`src/rtl/ars_pkg.sv`:
```
package ars_pkg;
   typedef enum logic {
      ST_IDLE = 1'b0,
      ST_RUN  = 1'b1
   } ars_state_e;
endpackage

```
`src/rtl/ars_mode_dec.sv`:
```
module ars_mode_dec #(
   parameter int RW           = 4,
   parameter int MAX_CODE     = 11,
   parameter int AUTO_CODE    = 12,
   parameter bit RESV_AS_AUTO = 1'b1
) (
   input  logic [RW-1:0] cfg_range,
   output logic          is_auto,
   output logic [RW-1:0] man_range
);
   localparam logic [RW-1:0] MAXV  = RW'(MAX_CODE);
   localparam logic [RW-1:0] AUTOV = RW'(AUTO_CODE);

   generate
      if (RESV_AS_AUTO) begin : g_resv_auto
         always_comb begin
            is_auto   = (cfg_range >= AUTOV);
            man_range = cfg_range;
         end
      end else begin : g_resv_clamp
         always_comb begin
            is_auto   = (cfg_range == AUTOV);
            man_range = (cfg_range > MAXV) ? MAXV : cfg_range;
         end
      end
   endgenerate
endmodule

```
`src/rtl/ars_climb.sv`:
```
module ars_climb
   import ars_pkg::*;
#(
   parameter int RW       = 4,
   parameter int MAX_CODE = 11
) (
   input  logic          clk,
   input  logic          rst_n,
   input  logic          meas_req,
   input  logic          is_auto,
   input  logic [RW-1:0] man_range,
   input  logic          conv_ovf,
   input  logic          conv_done,
   output logic          busy,
   output logic          conv_start,
   output logic [RW-1:0] conv_range,
   output logic          launch,
   output logic          restart,
   output logic          commit,
   output logic          run_auto
);
   localparam logic [RW-1:0] MAXV = RW'(MAX_CODE);
   localparam logic [RW-1:0] ONE  = RW'(1);

   ars_state_e    state;
   logic [RW-1:0] run_range;
   logic [RW-1:0] settled;

   always_comb begin
      busy    = (state == ST_RUN);
      launch  = !busy && meas_req;
      restart = busy && run_auto && conv_ovf && (run_range < MAXV);
      commit  = busy && conv_done && !restart;
   end

   always_ff @(posedge clk or negedge rst_n) begin
      if (!rst_n) begin
         state      <= ST_IDLE;
         run_range  <= '0;
         settled    <= '0;
         run_auto   <= 1'b0;
         conv_start <= 1'b0;
      end else begin
         conv_start <= 1'b0;
         if (launch) begin
            state      <= ST_RUN;
            run_auto   <= is_auto;
            run_range  <= is_auto ? settled : man_range;
            conv_start <= 1'b1;
         end else if (restart) begin
            run_range  <= run_range + ONE;
            settled    <= run_range + ONE;
            conv_start <= 1'b1;
         end else if (commit) begin
            state <= ST_IDLE;
         end
      end
   end

   assign conv_range = run_range;

   p_climb_step_r4: assert property (@(posedge clk) disable iff (!rst_n)
      (busy && run_auto && conv_ovf && conv_range < MAXV)
      |=> (conv_start && conv_range == $past(conv_range) + ONE));

   p_range_cap_r5: assert property (@(posedge clk) disable iff (!rst_n)
      conv_range <= MAXV);

   p_no_lower_r9: assert property (@(posedge clk) disable iff (!rst_n)
      (busy && $past(busy) && !$past(conv_start) && !conv_start)
      |-> conv_range >= $past(conv_range));

   p_req_ignored_r11: assert property (@(posedge clk) disable iff (!rst_n)
      (busy && meas_req && !conv_ovf) |=> !conv_start);
endmodule

```
`src/rtl/ars_ovf_track.sv`:
```
module ars_ovf_track (
   input  logic clk,
   input  logic rst_n,
   input  logic busy,
   input  logic launch,
   input  logic restart,
   input  logic commit,
   input  logic conv_ovf,
   output logic ovf_flag
);
   logic seen;

   always_ff @(posedge clk or negedge rst_n) begin
      if (!rst_n) begin
         seen     <= 1'b0;
         ovf_flag <= 1'b0;
      end else begin
         if (launch || restart) seen <= 1'b0;
         else if (busy && conv_ovf) seen <= 1'b1;
         if (commit) ovf_flag <= seen || conv_ovf;
      end
   end

   p_flag_only_at_end_r8: assert property (@(posedge clk) disable iff (!rst_n)
      !$past(commit) |-> $stable(ovf_flag));
endmodule

```
`src/rtl/ars_report.sv`:
```
module ars_report #(
   parameter int RW       = 4,
   parameter int MAX_CODE = 11
) (
   input  logic          clk,
   input  logic          rst_n,
   input  logic          commit,
   input  logic          run_auto,
   input  logic          cfg_mask_exp,
   input  logic [RW-1:0] conv_range,
   output logic          res_valid,
   output logic [RW-1:0] res_exp,
   output logic [RW-1:0] res_exp_raw,
   output logic          res_auto
);
   localparam logic [RW-1:0] MAXV = RW'(MAX_CODE);

   always_ff @(posedge clk or negedge rst_n) begin
      if (!rst_n) begin
         res_valid   <= 1'b0;
         res_exp     <= '0;
         res_exp_raw <= '0;
         res_auto    <= 1'b0;
      end else begin
         res_valid <= commit;
         if (commit) begin
            res_exp_raw <= conv_range;
            res_exp     <= (cfg_mask_exp && !run_auto) ? '0 : conv_range;
            res_auto    <= run_auto;
         end
      end
   end

   p_valid_pulse_r12: assert property (@(posedge clk) disable iff (!rst_n)
      res_valid |=> !res_valid);

   p_auto_unmasked_r10: assert property (@(posedge clk) disable iff (!rst_n)
      (res_valid && res_auto) |-> res_exp == res_exp_raw);

   p_raw_in_span_r5: assert property (@(posedge clk) disable iff (!rst_n)
      res_exp_raw <= MAXV);
endmodule

```
`src/rtl/ars_seq.sv`:
```
module ars_seq #(
   parameter int RW           = 4,
   parameter int MAX_CODE     = 11,
   parameter int AUTO_CODE    = 12,
   parameter bit RESV_AS_AUTO = 1'b1
) (
   input  logic          clk,
   input  logic          rst_n,
   input  logic [RW-1:0] cfg_range,
   input  logic          cfg_mask_exp,
   input  logic          meas_req,
   input  logic          conv_ovf,
   input  logic          conv_done,
   output logic          conv_start,
   output logic [RW-1:0] conv_range,
   output logic          busy,
   output logic          res_valid,
   output logic [RW-1:0] res_exp,
   output logic [RW-1:0] res_exp_raw,
   output logic          ovf_flag
);
   localparam logic [RW-1:0] MAXV = RW'(MAX_CODE);

   generate
      if (MAX_CODE >= AUTO_CODE) begin : g_bad_order
         initial $fatal(1, "ars_seq: MAX_CODE must lie below AUTO_CODE");
      end
      if (AUTO_CODE > (1 << RW) - 1) begin : g_bad_width
         initial $fatal(1, "ars_seq: AUTO_CODE does not fit in RW bits");
      end
   endgenerate

   logic          is_auto, launch, restart, commit, run_auto, res_auto;
   logic [RW-1:0] man_range;

   ars_mode_dec #(.RW(RW), .MAX_CODE(MAX_CODE), .AUTO_CODE(AUTO_CODE),
                  .RESV_AS_AUTO(RESV_AS_AUTO)) u_dec (
      .cfg_range (cfg_range),
      .is_auto   (is_auto),
      .man_range (man_range)
   );

   ars_climb #(.RW(RW), .MAX_CODE(MAX_CODE)) u_climb (
      .clk        (clk),
      .rst_n      (rst_n),
      .meas_req   (meas_req),
      .is_auto    (is_auto),
      .man_range  (man_range),
      .conv_ovf   (conv_ovf),
      .conv_done  (conv_done),
      .busy       (busy),
      .conv_start (conv_start),
      .conv_range (conv_range),
      .launch     (launch),
      .restart    (restart),
      .commit     (commit),
      .run_auto   (run_auto)
   );

   ars_ovf_track u_ovf (
      .clk      (clk),
      .rst_n    (rst_n),
      .busy     (busy),
      .launch   (launch),
      .restart  (restart),
      .commit   (commit),
      .conv_ovf (conv_ovf),
      .ovf_flag (ovf_flag)
   );

   ars_report #(.RW(RW), .MAX_CODE(MAX_CODE)) u_rep (
      .clk          (clk),
      .rst_n        (rst_n),
      .commit       (commit),
      .run_auto     (run_auto),
      .cfg_mask_exp (cfg_mask_exp),
      .conv_range   (conv_range),
      .res_valid    (res_valid),
      .res_exp      (res_exp),
      .res_exp_raw  (res_exp_raw),
      .res_auto     (res_auto)
   );

   p_auto_flag_top_r6: assert property (@(posedge clk) disable iff (!rst_n)
      (res_valid && res_auto && ovf_flag) |-> res_exp_raw == MAXV);

   p_manual_no_climb_r2: assert property (@(posedge clk) disable iff (!rst_n)
      (busy && !run_auto && !conv_start) |=> !conv_start);
endmodule

```
`config.mk`:
```
export PLATFORM = sky130hd
export DESIGN_NAME = ars_seq
export DESIGN_NICKNAME = d
export VERILOG_FILES = /design/src/rtl/ars_pkg.sv /design/src/rtl/ars_mode_dec.sv /design/src/rtl/ars_climb.sv /design/src/rtl/ars_ovf_track.sv /design/src/rtl/ars_report.sv /design/src/rtl/ars_seq.sv
export SDC_FILE = /design/constraint.sdc
export NUM_CORES = 1
export LEC_CHECK = 0
export CORE_MARGIN = 1
export CORE_UTILIZATION = 33
export CTS_CLUSTER_SIZE = 24
export DETAILED_ROUTE_END_ITERATION = 10
export HOLD_SLACK_MARGIN = 0.02
export PLACE_DENSITY_LB_ADDON = 0.1
export SKIP_CTS_REPAIR_TIMING = 1
export SYNTH_ARGS = -nofsm -noshare
export SYNTH_HDL_FRONTEND = slang
export SYNTH_SLANG_ARGS = --single-unit
export TNS_END_PERCENT = 10
```
`constraint.sdc`:
```
create_clock -name clk -period 2 [get_ports clk]
set_input_delay 0.3 -clock clk [delete_from_list [all_inputs] [get_ports clk]]
set_output_delay 0.3 -clock clk [all_outputs]
set_load 0.005 [all_outputs]
```
==> impl_results.html, run 1 <==
<table>
<tr><th>Metric</th><th>Value</th></tr>
<tr><th colspan="2">Yosys</th></tr>
<tr><td>Number of enable flip-flop cells after synthesis</td><td>0</td></tr>
<tr><td>Distinct cell type count of the synthesized netlist</td><td>31</td></tr>
<tr><td>Cell with the most instances after synthesis</td><td>dfrtp_1</td></tr>
<tr><td>Top FF cell, synth</td><td>dfrtp_1</td></tr>
<tr><td>Synthesized net count</td><td>101</td></tr>
<tr><td>Largest area contributor in the netlist</td><td>dfrtp_1</td></tr>
<tr><td>Largest cells by area after synthesis</td><td>dfrtp_1 54%, mux2i_1 5.9%, mux2_4 4.4%</td></tr>
<tr><td>Average instance area after synthesis</td><td>11.3 sq um</td></tr>
<tr><td>Area share of the largest cell type after synthesis</td><td>54.3%</td></tr>
<tr><td>Mapped Cells</td><td>90</td></tr>
<tr><td>Count of synthesis-stage warnings from yosys</td><td>0</td></tr>
<tr><td>FF+latch count, synth</td><td>22</td></tr>
<tr><td>Sequential-to-total area share from yosys stat</td><td>54.3%</td></tr>
<tr><td>Most frequent cells after synthesis</td><td>22 x dfrtp_1, 10 x nand2_1, 9 x inv_1, 6 x mux2i_1, 6 x o21ai_0</td></tr>
<tr><td>Post-synth ARST share</td><td>100%</td></tr>
<tr><td>Post-synth design cell area</td><td>1010 sq um</td></tr>
<tr><th colspan="2">Floorplanning</th></tr>
<tr><td>Overall die height</td><td>57.5 microns</td></tr>
<tr><td>Count of boundary I/O pins</td><td>26</td></tr>
<tr><td>Die width</td><td>57.5 microns</td></tr>
<tr><td>Std cell rows</td><td>19</td></tr>
<tr><td>Area of the die</td><td>3300 sq um</td></tr>
<tr><td>Core footprint</td><td>2830 sq um</td></tr>
<tr><td>Initial standard-cell utilization of the core</td><td>35.9%</td></tr>
<tr><th colspan="2">Detailed routing</th></tr>
<tr><td>Number of violations reported at the end of detailed-routing iteration 0</td><td>17</td></tr>
<tr><td>DRC violations left</td><td>2</td></tr>
<tr><td>Number of nets still failing antenna checks after routing</td><td>0</td></tr>
<tr><td>First-pass detailed-route iteration total</td><td>7</td></tr>
<tr><td>Via Count</td><td>742</td></tr>
<tr><td>Final WL</td><td>2.09 mm</td></tr>
<tr><td>Via density per instance</td><td>4.95</td></tr>
<tr><td>Mean routed wirelength per cell</td><td>13.9 microns</td></tr>
<tr><th colspan="2">Setup path</th></tr>
<tr><td>Type of element launching the critical path</td><td>flip-flop</td></tr>
<tr><td>Cell family with the largest share of critical-path delay</td><td>flip-flops</td></tr>
<tr><td>Critical path's slowest cell</td><td>dfrtp_1</td></tr>
<tr><td>Largest stage delay, worst path</td><td>0.58 ns</td></tr>
<tr><td>Arrival time reported for the critical path endpoint</td><td>1.47 ns</td></tr>
<tr><td>Worst setup EP type</td><td>primary output</td></tr>
<tr><td>Buffers and inverters on the worst path</td><td>1</td></tr>
<tr><td>Setup Crit Path Kind</td><td>reg2out</td></tr>
<tr><td>Required time at the worst-slack endpoint</td><td>1.70 ns</td></tr>
<tr><td>Highest net fanout along the worst path</td><td>10</td></tr>
<tr><td>Cells traversed along the worst timing path</td><td>clkdlybuf4s50_1</td></tr>
<tr><th colspan="2">Layout</th></tr>
<tr><td>Area delta synth-&gt;final</td><td>33.5%</td></tr>
<tr><td>Antenna fix cells</td><td>0</td></tr>
<tr><td>Layout cell share with drive strength beyond 1</td><td>14.3%</td></tr>
<tr><td>Net count, final</td><td>131</td></tr>
<tr><td>Post-Route Utilization</td><td>47.9%</td></tr>
<tr><th colspan="2">Timing</th></tr>
<tr><td>Worst Max-Slew Pin Slew</td><td>0.357 ns</td></tr>
<tr><td>Time the final worst path needs with I/O delays and setup</td><td>1.77 ns</td></tr>
<tr><td>Pins Over Slew Limit</td><td>0</td></tr>
<tr><td>Slew Limit Headroom</td><td>76.1%</td></tr>
<tr><td>Number of failing setup endpoints in the final timing report</td><td>0</td></tr>
<tr><td>Aggregate negative setup slack</td><td>0 ns</td></tr>
<tr><td>RSZ-0062 raised after global routing</td><td>false</td></tr>
<tr><td>Final cycle utilization of the critical path</td><td>88.4%</td></tr>
<tr><td>Peak clock frequency supported by timing</td><td>565 MHz</td></tr>
<tr><td>Final-report hold violation count</td><td>0</td></tr>
<tr><td>Setup skew after layout</td><td>0.0185 ns</td></tr>
<tr><th colspan="2">Power and ir drop</th></tr>
<tr><td>Max IR drop VDD</td><td>0.656 mV</td></tr>
<tr><td>Static leakage power</td><td>0.598 nW</td></tr>
<tr><td>Cell Pwr Density</td><td>1350 nW/um^2</td></tr>
<tr><th colspan="2">Global routing</th></tr>
<tr><td>Layer with the highest usage</td><td>met2</td></tr>
<tr><td>Met1 Use GR</td><td>18.8%</td></tr>
<tr><td>Via count of the first global-routing pass</td><td>704</td></tr>
<tr><td>Overflow left after global routing</td><td>0</td></tr>
<tr><td>Global-route track usage on met3</td><td>4.31%</td></tr>
<tr><td>Grt met2 use</td><td>21.8%</td></tr>
<tr><td>Antenna violations before repair</td><td>0</td></tr>
<tr><td>Wire length of the first global-routing pass</td><td>3.45 mm</td></tr>
<tr><td>Largest net degree at the start of global routing</td><td>23</td></tr>
<tr><td>Overall Global Routing Usage</td><td>13.7%</td></tr>
<tr><th colspan="2">Clocking</th></tr>
<tr><td>Maximum level of the CTS H-tree</td><td>1</td></tr>
<tr><td>Clock latency at the later pin of the worst-skew pair</td><td>0.31 ns</td></tr>
<tr><td>Number of clock sinks</td><td>22</td></tr>
<tr><td>CTS clk-pin slew, worst paths</td><td>0.14 ns</td></tr>
<tr><td>TritonCTS clock tree</td><td>yes</td></tr>
<tr><td>Clock buffer count from CTS</td><td>3</td></tr>
<tr><td>Buffer cell driving the clock tree root</td><td>clkbuf_4</td></tr>
<tr><td>Number of buffers between clock root and the deepest sink</td><td>2</td></tr>
<tr><th colspan="2">Placement</th></tr>
<tr><td>Weighted congestion at the end of routability-driven global placement</td><td>0.750</td></tr>
<tr><td>Total of buffers placed on input and output ports</td><td>25</td></tr>
<tr><td>HPWL Detailed</td><td>1.48 mm</td></tr>
<tr><th colspan="2">Outcome</th></tr>
<tr><td>Violations in the final reports</td><td>DRC</td></tr>
<tr><td>Outcome</td><td>finished with violations</td></tr>
<tr><th colspan="2">Hold path</th></tr>
<tr><td>Kind of path behind the tightest hold check</td><td>in2async</td></tr>
<tr><th colspan="2">Flow run</th></tr>
<tr><td>Max-cap violations</td><td>0</td></tr>
</table>
[state kept, by name (all words and copies together), names as in the netlist, 4 cells and up]
name                flops
u_climb.settled         4
u_rep.res_exp           4
u_rep.res_exp_raw       4
u_climb.conv_range      4
[layout make-up]
class | instances | area [sq um]
Clock inverter | 1 | 30.0
Sequential cell | 22 | 551
Multi-Input combinational cell | 55 | 399
Inverter | 9 | 33.8
Tap cell | 31 | 38.8
Timing Repair Buffer | 29 | 280
Fill cell | 253 | 1470
Clock buffer | 3 | 22.5
[stage by stage]
step	cell area, sq um	cells	total power, W	hold slack (ns)	worst slack [ns]
2_1_floorplan	1010	90	0.00112	0.00441	0.472
3_3_place_gp	1300	146	0.00150	0.490	0.202
3_5_place_dp	1300	146	0.00150	0.494	0.142
4_1_cts	1360	150	0.00185	0.317	0.211
5_1_grt	1360	150	0.00195	0.336	0.150
6_report	1360	150	0.00183	0.316	0.232
[power by group]
group | switching (W) | internal (W) | leakage (nW)
clock network | 0.000139 | 0.000203 | 0.0279
logic | 0.000279 | 0.000443 | 0.296
registers | 0.000141 | 0.000624 | 0.274
[worst paths after layout]
| check | startpoint | to | slack (ns) | cells past startpoint |
|---|---|---|---|---|
| setup / recovery | u_climb.conv_range[2] | conv_range[2] | 0.23 | 1 |
| hold / removal | rst_n | u_rep.res_valid | 0.32 | 2 |
| setup reg to reg | u_climb.conv_range[1] | u_rep.res_exp_raw[3] | 0.43 | 5 |
| hold reg to reg | u_ovf.ovf_flag | u_ovf.ovf_flag | 0.52 | 1 |
| max in group asynchronous | rst_n | u_climb.settled[0] | 1.44 | 2 |
| min in group clk | u_ovf.ovf_flag | u_ovf.ovf_flag | 0.52 | 1 |
[routing by layer]
metal  vias up  wire, microns  share of wire (%)
met5         -              0                  0
met4         0             19               0.91
met3         2             86                4.1
met2        20            947                 45
met1       347           1040                 50
li1        373              -                  -
[placed cells by master (no fill, tap or decap), types with 2 or more instances in the layout]
master,n
nand2b_1,2
clkdlybuf4s50_1,25
buf_4,4
nor3_1,2
o221ai_1,2
a21oi_1,2
dfrtp_1,22
mux2i_1,6
nand3_1,3
mux2_4,3
nand2_1,10
nor2_1,3
inv_1,9
clkbuf_4,3
o21ai_0,6
[cells by family after synthesis]
group                    count (synthesis)  synth area share, %
XOR/XNOR                                 1                0.863
AO/OA/AOI/OAI                           20                 14.4
multiplexers                            10                 11.5
flip-flops                              22                 54.3
adder cells (fa/ha/maj)                  1                 1.23
AND/OR/NAND/NOR                         23                 11.3
buffers and inverters                   13                 6.41
Power figures use the tool's default switching activity.
==> run 2, diff against run 1 <==
--- a/config.mk
+++ b/config.mk
@@ -5,8 +5,10 @@
 export SDC_FILE = /design/constraint.sdc
 export NUM_CORES = 1
 export LEC_CHECK = 0
+export CELL_PAD_IN_SITES_DETAIL_PLACEMENT = 1
+export CELL_PAD_IN_SITES_GLOBAL_PLACEMENT = 2
 export CORE_MARGIN = 1
-export CORE_UTILIZATION = 33
+export CORE_UTILIZATION = 30
 export CTS_CLUSTER_SIZE = 24
 export DETAILED_ROUTE_END_ITERATION = 10
 export HOLD_SLACK_MARGIN = 0.02
==> impl_results.html, run 2 (synthesized netlist as in run 1, its figures left out) <==
<table>
<tr><th>Metric</th><th>Value</th></tr>
<tr><th colspan="2">Clocking</th></tr>
<tr><td>Clock buffer count from CTS</td><td>3 (unchanged)</td></tr>
<tr><td>Clock latency at the later pin of the worst-skew pair</td><td>0.30 ns (about the same)</td></tr>
<tr><td>TritonCTS clock tree</td><td>yes</td></tr>
<tr><td>CTS clk-pin slew, worst paths</td><td>0.13 ns (about the same)</td></tr>
<tr><td>Number of buffers between clock root and the deepest sink</td><td>2 (unchanged)</td></tr>
<tr><td>Maximum level of the CTS H-tree</td><td>1 (unchanged)</td></tr>
<tr><td>Buffer cell driving the clock tree root</td><td>clkbuf_4</td></tr>
<tr><td>Number of clock sinks</td><td>22 (unchanged)</td></tr>
<tr><th colspan="2">Global routing</th></tr>
<tr><td>Overflow left after global routing</td><td>0 (unchanged)</td></tr>
<tr><td>Layer with the highest usage</td><td>met2</td></tr>
<tr><td>Grt met2 use</td><td>23.1% (+1.3 points)</td></tr>
<tr><td>Overall Global Routing Usage</td><td>14.5% (+0.76 points)</td></tr>
<tr><td>Largest net degree at the start of global routing</td><td>23 (unchanged)</td></tr>
<tr><td>Met1 Use GR</td><td>19.4% (+0.65 points)</td></tr>
<tr><td>Via count of the first global-routing pass</td><td>765 (+8.7%)</td></tr>
<tr><td>Antenna violations before repair</td><td>0 (unchanged)</td></tr>
<tr><td>Global-route track usage on met3</td><td>2.81% (-1.5 points)</td></tr>
<tr><td>Wire length of the first global-routing pass</td><td>3.77 mm (+9.2%)</td></tr>
<tr><th colspan="2">Setup path</th></tr>
<tr><td>Buffers and inverters on the worst path</td><td>1 (unchanged)</td></tr>
<tr><td>Largest stage delay, worst path</td><td>0.61 ns (+0.03 ns)</td></tr>
<tr><td>Setup Crit Path Kind</td><td>reg2out</td></tr>
<tr><td>Cells traversed along the worst timing path</td><td>clkdlybuf4s50_1</td></tr>
<tr><td>Type of element launching the critical path</td><td>flip-flop</td></tr>
<tr><td>Required time at the worst-slack endpoint</td><td>1.70 ns (about the same)</td></tr>
<tr><td>Critical path's slowest cell</td><td>dfrtp_1</td></tr>
<tr><td>Cell family with the largest share of critical-path delay</td><td>flip-flops</td></tr>
<tr><td>Flop2flop setup slack</td><td>0.36 ns (-0.07 ns)</td></tr>
<tr><td>Worst setup EP type</td><td>primary output</td></tr>
<tr><td>Arrival time reported for the critical path endpoint</td><td>1.49 ns (+0.02 ns)</td></tr>
<tr><td>Highest net fanout along the worst path</td><td>10 (unchanged)</td></tr>
<tr><th colspan="2">Timing</th></tr>
<tr><td>Smallest setup slack after layout</td><td>0.212 ns (-0.0199 ns)</td></tr>
<tr><td>Slew Limit Headroom</td><td>73.2% (-2.8 points)</td></tr>
<tr><td>Worst Max-Slew Pin Slew</td><td>0.402 ns (+0.0449 ns)</td></tr>
<tr><td>Time the final worst path needs with I/O delays and setup</td><td>1.79 ns (+0.0199 ns)</td></tr>
<tr><td>Aggregate negative setup slack</td><td>0 ns (unchanged)</td></tr>
<tr><td>Peak clock frequency supported by timing</td><td>559 MHz (-1.1%)</td></tr>
<tr><td>Final-report hold violation count</td><td>0 (unchanged)</td></tr>
<tr><td>Number of failing setup endpoints in the final timing report</td><td>0 (unchanged)</td></tr>
<tr><td>RSZ-0062 raised after global routing</td><td>false</td></tr>
<tr><td>Pins Over Slew Limit</td><td>0 (unchanged)</td></tr>
<tr><td>Setup skew after layout</td><td>0.00154 ns (-0.0170 ns)</td></tr>
<tr><td>Final cycle utilization of the critical path</td><td>89.4% (+1.0 points)</td></tr>
<tr><th colspan="2">Placement</th></tr>
<tr><td>Weighted congestion at the end of routability-driven global placement</td><td>0.695 (-7.3%)</td></tr>
<tr><td>Total of buffers placed on input and output ports</td><td>25 (unchanged)</td></tr>
<tr><td>Setup WS pre-CTS</td><td>0.114 ns (-0.0281 ns)</td></tr>
<tr><td>HPWL Detailed</td><td>1.70 mm (+15%)</td></tr>
<tr><td>Area after detailed placement</td><td>1330 sq um (+2.2%)</td></tr>
<tr><th colspan="2">Floorplanning</th></tr>
<tr><td>Std cell rows</td><td>20 (+1)</td></tr>
<tr><td>Area of the die</td><td>3620 sq um (+9.7%)</td></tr>
<tr><td>Die width</td><td>60.2 microns (+4.7%)</td></tr>
<tr><td>Overall die height</td><td>60.2 microns (+4.7%)</td></tr>
<tr><td>Count of boundary I/O pins</td><td>26 (unchanged)</td></tr>
<tr><td>Core footprint</td><td>3130 sq um (+11%)</td></tr>
<tr><td>Initial standard-cell utilization of the core</td><td>32.4% (-3.4 points)</td></tr>
<tr><th colspan="2">Layout</th></tr>
<tr><td>Most common cell after layout, fill and taps aside</td><td>clkdlybuf4s50_1</td></tr>
<tr><td>Net count, final</td><td>131 (unchanged)</td></tr>
<tr><td>Area delta synth-&gt;final</td><td>34.8%</td></tr>
<tr><td>Leading cell types in the layout, fill and taps excluded</td><td>25 x clkdlybuf4s50_1, 22 x dfrtp_1, 10 x nand2_1, 9 x inv_1</td></tr>
<tr><td>Antenna fix cells</td><td>0 (unchanged)</td></tr>
<tr><td>Final instance area</td><td>1370 sq um (+0.92%)</td></tr>
<tr><td>Layout cell share with drive strength beyond 1</td><td>14.3% (unchanged)</td></tr>
<tr><th colspan="2">Power and ir drop</th></tr>
<tr><td>Static leakage power</td><td>0.595 nW (-0.54%)</td></tr>
<tr><td>Max IR drop VDD</td><td>0.384 mV (-42%)</td></tr>
<tr><td>Cell Pwr Density</td><td>1290 nW/um^2 (-4.5%)</td></tr>
<tr><th colspan="2">Detailed routing</th></tr>
<tr><td>Number of violations reported at the end of detailed-routing iteration 0</td><td>22 (+5)</td></tr>
<tr><td>DRC violations left</td><td>0 (-2)</td></tr>
<tr><td>Via density per instance</td><td>4.70 (-5.0%)</td></tr>
<tr><td>Mean routed wirelength per cell</td><td>14.0 microns (+0.43%)</td></tr>
<tr><td>First-pass detailed-route iteration total</td><td>4 (-3)</td></tr>
<tr><td>Via Count</td><td>766 (+3.2%)</td></tr>
<tr><td>Final WL</td><td>2.28 mm (+9.1%)</td></tr>
<tr><td>Number of nets still failing antenna checks after routing</td><td>0 (unchanged)</td></tr>
<tr><th colspan="2">Hold path</th></tr>
<tr><td>Kind of path behind the tightest hold check</td><td>in2async</td></tr>
<tr><th colspan="2">Flow run</th></tr>
<tr><td>Max-cap violations</td><td>0 (unchanged)</td></tr>
<tr><th colspan="2">Outcome</th></tr>
<tr><td>Outcome</td><td>finished, final reports clean</td></tr>
</table>
-- run 2: cell count changes in the layout (fill, tap and decap cells not counted) --
cell	previous run	this run
buf_4	4	3
clkbuf_8	0	1
bufinv_16	1	0
buf_12	0	1
-- run 2: worst paths after layout --
kind	from	endpoint	cells after the start
hold reg to reg	u_rep.res_exp_raw[1]	u_rep.res_exp_raw[1]	1
max in group asynchronous	rst_n	u_climb.conv_start	2
min in group clk	u_rep.res_exp_raw[1]	u_rep.res_exp_raw[1]	1
setup reg to reg	u_climb.conv_range[0]	u_rep.res_exp_raw[3]	5
hold / removal	rst_n	u_rep.res_valid	2
setup / recovery	u_climb.conv_range[2]	conv_range[2]	1
-- run 2: power by group --
part | total, W | internal [W] | switching, W
logic | 0.000744 | 0.000454 | 0.000290
registers | 0.000768 | 0.000624 | 0.000144
clock network | 0.000250 | 0.000111 | 0.000139
-- run 2: final cells by class --
cell class                      count  area [sq um]
Timing Repair Buffer               29           293
Tap cell                           44          55.1
Inverter                            9          33.8
Clock buffer                        4          36.3
Sequential cell                    22           551
Fill cell                         356          1760
Multi-Input combinational cell     55           399
-- run 2: per-stage QoR --
stage               util, %  hold WS, ns  instances  total power [W]
floorplan                 -      0.00441         90          0.00112
global placement       42.6        0.494        159          0.00151
detailed placement     42.6        0.501        159          0.00154
CTS                    43.7        0.335        163          0.00179
global route           43.7        0.326        163          0.00189
finish                 43.7        0.327        163          0.00176
-- run 2: metal layers --
metal	wire, microns	vias up
met4	19	0
met5	0	-
met3	88	2
met2	1070	16
met1	1110	381
li1	-	367
==> run 3, diff against run 2 <==
--- a/config.mk
+++ b/config.mk
@@ -8,7 +8,7 @@
 export CELL_PAD_IN_SITES_DETAIL_PLACEMENT = 1
 export CELL_PAD_IN_SITES_GLOBAL_PLACEMENT = 2
 export CORE_MARGIN = 1
-export CORE_UTILIZATION = 30
+export CORE_UTILIZATION = 32
 export CTS_CLUSTER_SIZE = 24
 export DETAILED_ROUTE_END_ITERATION = 10
 export HOLD_SLACK_MARGIN = 0.02
==> constraint.sdc (replaced) <==
create_clock -name clk -period 2.3 [get_ports clk]
set_input_delay 0.345 -clock clk [delete_from_list [all_inputs] [get_ports clk]]
set_output_delay 0.345 -clock clk [all_outputs]
set_load 0.005 [all_outputs]
==> impl_results.html, run 3 (synthesized netlist as in run 1, its figures left out) <==
<table>
<tr><th>Metric</th><th>Value</th></tr>
<tr><th colspan="2">Outcome</th></tr>
<tr><td>Outcome</td><td>finished, final reports clean</td></tr>
<tr><th colspan="2">Timing</th></tr>
<tr><td>Pins Over Slew Limit</td><td>0 (unchanged)</td></tr>
<tr><td>Final-report hold violation count</td><td>0 (unchanged)</td></tr>
<tr><td>RSZ-0062 raised after global routing</td><td>false</td></tr>
<tr><td>Final cycle utilization of the critical path</td><td>79.1%</td></tr>
<tr><td>Peak clock frequency supported by timing</td><td>550 MHz</td></tr>
<tr><td>Final Hold Slack</td><td>0.377 ns (+0.0498 ns)</td></tr>
<tr><td>Number of failing setup endpoints in the final timing report</td><td>0 (unchanged)</td></tr>
<tr><td>Aggregate negative setup slack</td><td>0 ns (unchanged)</td></tr>
<tr><td>Setup skew after layout</td><td>0.000982 ns (-0.000554 ns)</td></tr>
<tr><td>Slew Limit Headroom</td><td>74.3% (+1.1 points)</td></tr>
<tr><td>Worst Max-Slew Pin Slew</td><td>0.385 ns (-0.0168 ns)</td></tr>
<tr><td>Time the final worst path needs with I/O delays and setup</td><td>1.82 ns</td></tr>
<tr><th colspan="2">Detailed routing</th></tr>
<tr><td>First-pass detailed-route iteration total</td><td>4 (unchanged)</td></tr>
<tr><td>Via Count</td><td>748 (-2.3%)</td></tr>
<tr><td>Number of violations reported at the end of detailed-routing iteration 0</td><td>17 (-23%)</td></tr>
<tr><td>Final WL</td><td>2.12 mm (-7.0%)</td></tr>
<tr><td>DRC violations left</td><td>0 (unchanged)</td></tr>
<tr><td>Via density per instance</td><td>4.62 (-1.7%)</td></tr>
<tr><td>Mean routed wirelength per cell</td><td>13.1 microns (-6.4%)</td></tr>
<tr><td>Number of nets still failing antenna checks after routing</td><td>0 (unchanged)</td></tr>
<tr><th colspan="2">Global routing</th></tr>
<tr><td>Via count of the first global-routing pass</td><td>763 (-0.26%)</td></tr>
<tr><td>Overflow left after global routing</td><td>0 (unchanged)</td></tr>
<tr><td>Antenna violations before repair</td><td>0 (unchanged)</td></tr>
<tr><td>Overall Global Routing Usage</td><td>14.0% (-0.50 points)</td></tr>
<tr><td>Largest net degree at the start of global routing</td><td>23 (unchanged)</td></tr>
<tr><td>Wire length of the first global-routing pass</td><td>3.55 mm (-5.7%)</td></tr>
<tr><th colspan="2">Setup path</th></tr>
<tr><td>Cell family with the largest share of critical-path delay</td><td>flip-flops</td></tr>
<tr><td>Highest net fanout along the worst path</td><td>10 (unchanged)</td></tr>
<tr><td>Setup Crit Path Kind</td><td>reg2out</td></tr>
<tr><td>Critical path's slowest cell</td><td>dfrtp_1</td></tr>
<tr><td>Arrival time reported for the critical path endpoint</td><td>1.47 ns (-0.02 ns)</td></tr>
<tr><td>Type of element launching the critical path</td><td>flip-flop</td></tr>
<tr><td>Buffers and inverters on the worst path</td><td>1 (unchanged)</td></tr>
<tr><td>Largest stage delay, worst path</td><td>0.60 ns (about the same)</td></tr>
<tr><td>Worst setup EP type</td><td>primary output</td></tr>
<tr><td>Required time at the worst-slack endpoint</td><td>1.96 ns (+0.26 ns)</td></tr>
<tr><td>Cells traversed along the worst timing path</td><td>clkdlybuf4s50_1</td></tr>
<tr><th colspan="2">Hold path</th></tr>
<tr><td>Kind of path behind the tightest hold check</td><td>in2async</td></tr>
<tr><th colspan="2">Layout</th></tr>
<tr><td>Net count, final</td><td>130 (-0.76%)</td></tr>
<tr><td>Number of non-filler instances in the completed layout</td><td>162 (-0.61%)</td></tr>
<tr><td>Leading cell types in the layout, fill and taps excluded</td><td>25 x clkdlybuf4s50_1, 22 x dfrtp_1, 10 x nand2_1, 9 x inv_1</td></tr>
<tr><td>Final instance area</td><td>1350 sq um (-1.5%)</td></tr>
<tr><td>Layout cell share with drive strength beyond 1</td><td>13.6% (-0.73 points)</td></tr>
<tr><td>Area delta synth-&gt;final</td><td>32.8%</td></tr>
<tr><td>Most common cell after layout, fill and taps aside</td><td>clkdlybuf4s50_1</td></tr>
<tr><td>Antenna fix cells</td><td>0 (unchanged)</td></tr>
<tr><th colspan="2">Placement</th></tr>
<tr><td>HPWL Detailed</td><td>1.57 mm (-7.8%)</td></tr>
<tr><td>Total of buffers placed on input and output ports</td><td>25 (unchanged)</td></tr>
<tr><td>Area after detailed placement</td><td>1310 sq um (-1.5%)</td></tr>
<tr><td>Placed instance count</td><td>158 (-0.63%)</td></tr>
<tr><td>Weighted congestion at the end of routability-driven global placement</td><td>0.696 (about the same)</td></tr>
<tr><th colspan="2">Clocking</th></tr>
<tr><td>Number of buffers between clock root and the deepest sink</td><td>2 (unchanged)</td></tr>
<tr><td>Number of clock sinks</td><td>22 (unchanged)</td></tr>
<tr><td>Clock buffer count from CTS</td><td>3 (unchanged)</td></tr>
<tr><td>TritonCTS clock tree</td><td>yes</td></tr>
<tr><td>CTS clk-pin slew, worst paths</td><td>0.12 ns (about the same)</td></tr>
<tr><td>Clock latency at the later pin of the worst-skew pair</td><td>0.30 ns (about the same)</td></tr>
<tr><td>Maximum level of the CTS H-tree</td><td>1 (unchanged)</td></tr>
<tr><td>Buffer cell driving the clock tree root</td><td>clkbuf_4</td></tr>
<tr><th colspan="2">Power and ir drop</th></tr>
<tr><td>Switching fraction of total power</td><td>32.0% (-0.55 points)</td></tr>
<tr><td>Switching power total</td><td>0.000477 W (-17%)</td></tr>
<tr><td>Sequential fraction of design power</td><td>45.5% (+1.9 points)</td></tr>
<tr><td>Max IR drop VDD</td><td>0.361 mV (-6.0%)</td></tr>
<tr><td>Cell Pwr Density</td><td>1110 nW/um^2 (-14%)</td></tr>
<tr><td>Int Power</td><td>0.00101 W (-15%)</td></tr>
<tr><td>Combinational fraction of design power</td><td>40.1% (-2.1 points)</td></tr>
<tr><td>Proportion of power drawn by the clock network</td><td>14.4% (+0.2 points)</td></tr>
<tr><td>Static leakage power</td><td>0.586 nW (-1.5%)</td></tr>
<tr><th colspan="2">Floorplanning</th></tr>
<tr><td>Core footprint</td><td>3030 sq um (-3.2%)</td></tr>
<tr><td>Initial standard-cell utilization of the core</td><td>33.5% (+1.1 points)</td></tr>
<tr><td>Die width</td><td>58.3 microns (-3.1%)</td></tr>
<tr><td>Overall die height</td><td>58.3 microns (-3.1%)</td></tr>
<tr><td>Area of the die</td><td>3400 sq um (-6.1%)</td></tr>
<tr><td>Std cell rows</td><td>20 (unchanged)</td></tr>
<tr><td>Count of boundary I/O pins</td><td>26 (unchanged)</td></tr>
<tr><th colspan="2">Flow run</th></tr>
<tr><td>Max-cap violations</td><td>0 (unchanged)</td></tr>
</table>
[run 3: cell type report]
class | count | area (sq um)
fillers | 352 | 1680
flip-flops and latches | 22 | 551
multi-input cells | 55 | 399
repair buffers | 28 | 273
well taps | 44 | 55.1
clock buffers | 4 | 36.3
inverters | 9 | 33.8
[run 3: power groups by stage]
stage / logic, W / clock network, W / registers, W
detailed placement: 0.000610 / 0 / 0.000692
CTS: 0.000612 / 0.000223 / 0.000683
global placement: 0.000604 / 0 / 0.000684
floorplan: 0.000323 / 0 / 0.000653
global route: 0.000656 / 0.000238 / 0.000704
finish: 0.000598 / 0.000214 / 0.000678
[run 3: worst paths after layout]
kind	depth (start not counted)	endpoint	start	slack [ns]
setup / recovery	1	conv_range[2]	u_climb.conv_range[2]	0.48
hold / removal	2	u_rep.res_valid	rst_n	0.38
setup reg to reg	5	u_rep.res_exp_raw[0]	u_climb.conv_range[1]	0.57
hold reg to reg	2	u_ovf.seen	u_ovf.seen	0.52
max in group asynchronous	2	u_ovf.seen	rst_n	1.71
min in group clk	2	u_ovf.seen	u_ovf.seen	0.52
[run 3: per-layer routing]
metal	global-route usage [%]	part of all wire, %
met1	19.4	48
met2	21.7	48
met3	2.20	3.6
met4	6.12	0.89
met5	0	0
[run 3: stage by stage]
step	utilization [%]	power, W	setup slack (ns)
after floorplan	-	0.000976	0.772
after global placement	43.3	0.00129	0.471
after detailed placement	43.3	0.00130	0.443
after CTS	44.5	0.00152	0.467
after global routing	44.5	0.00160	0.426
final	44.5	0.00149	0.480
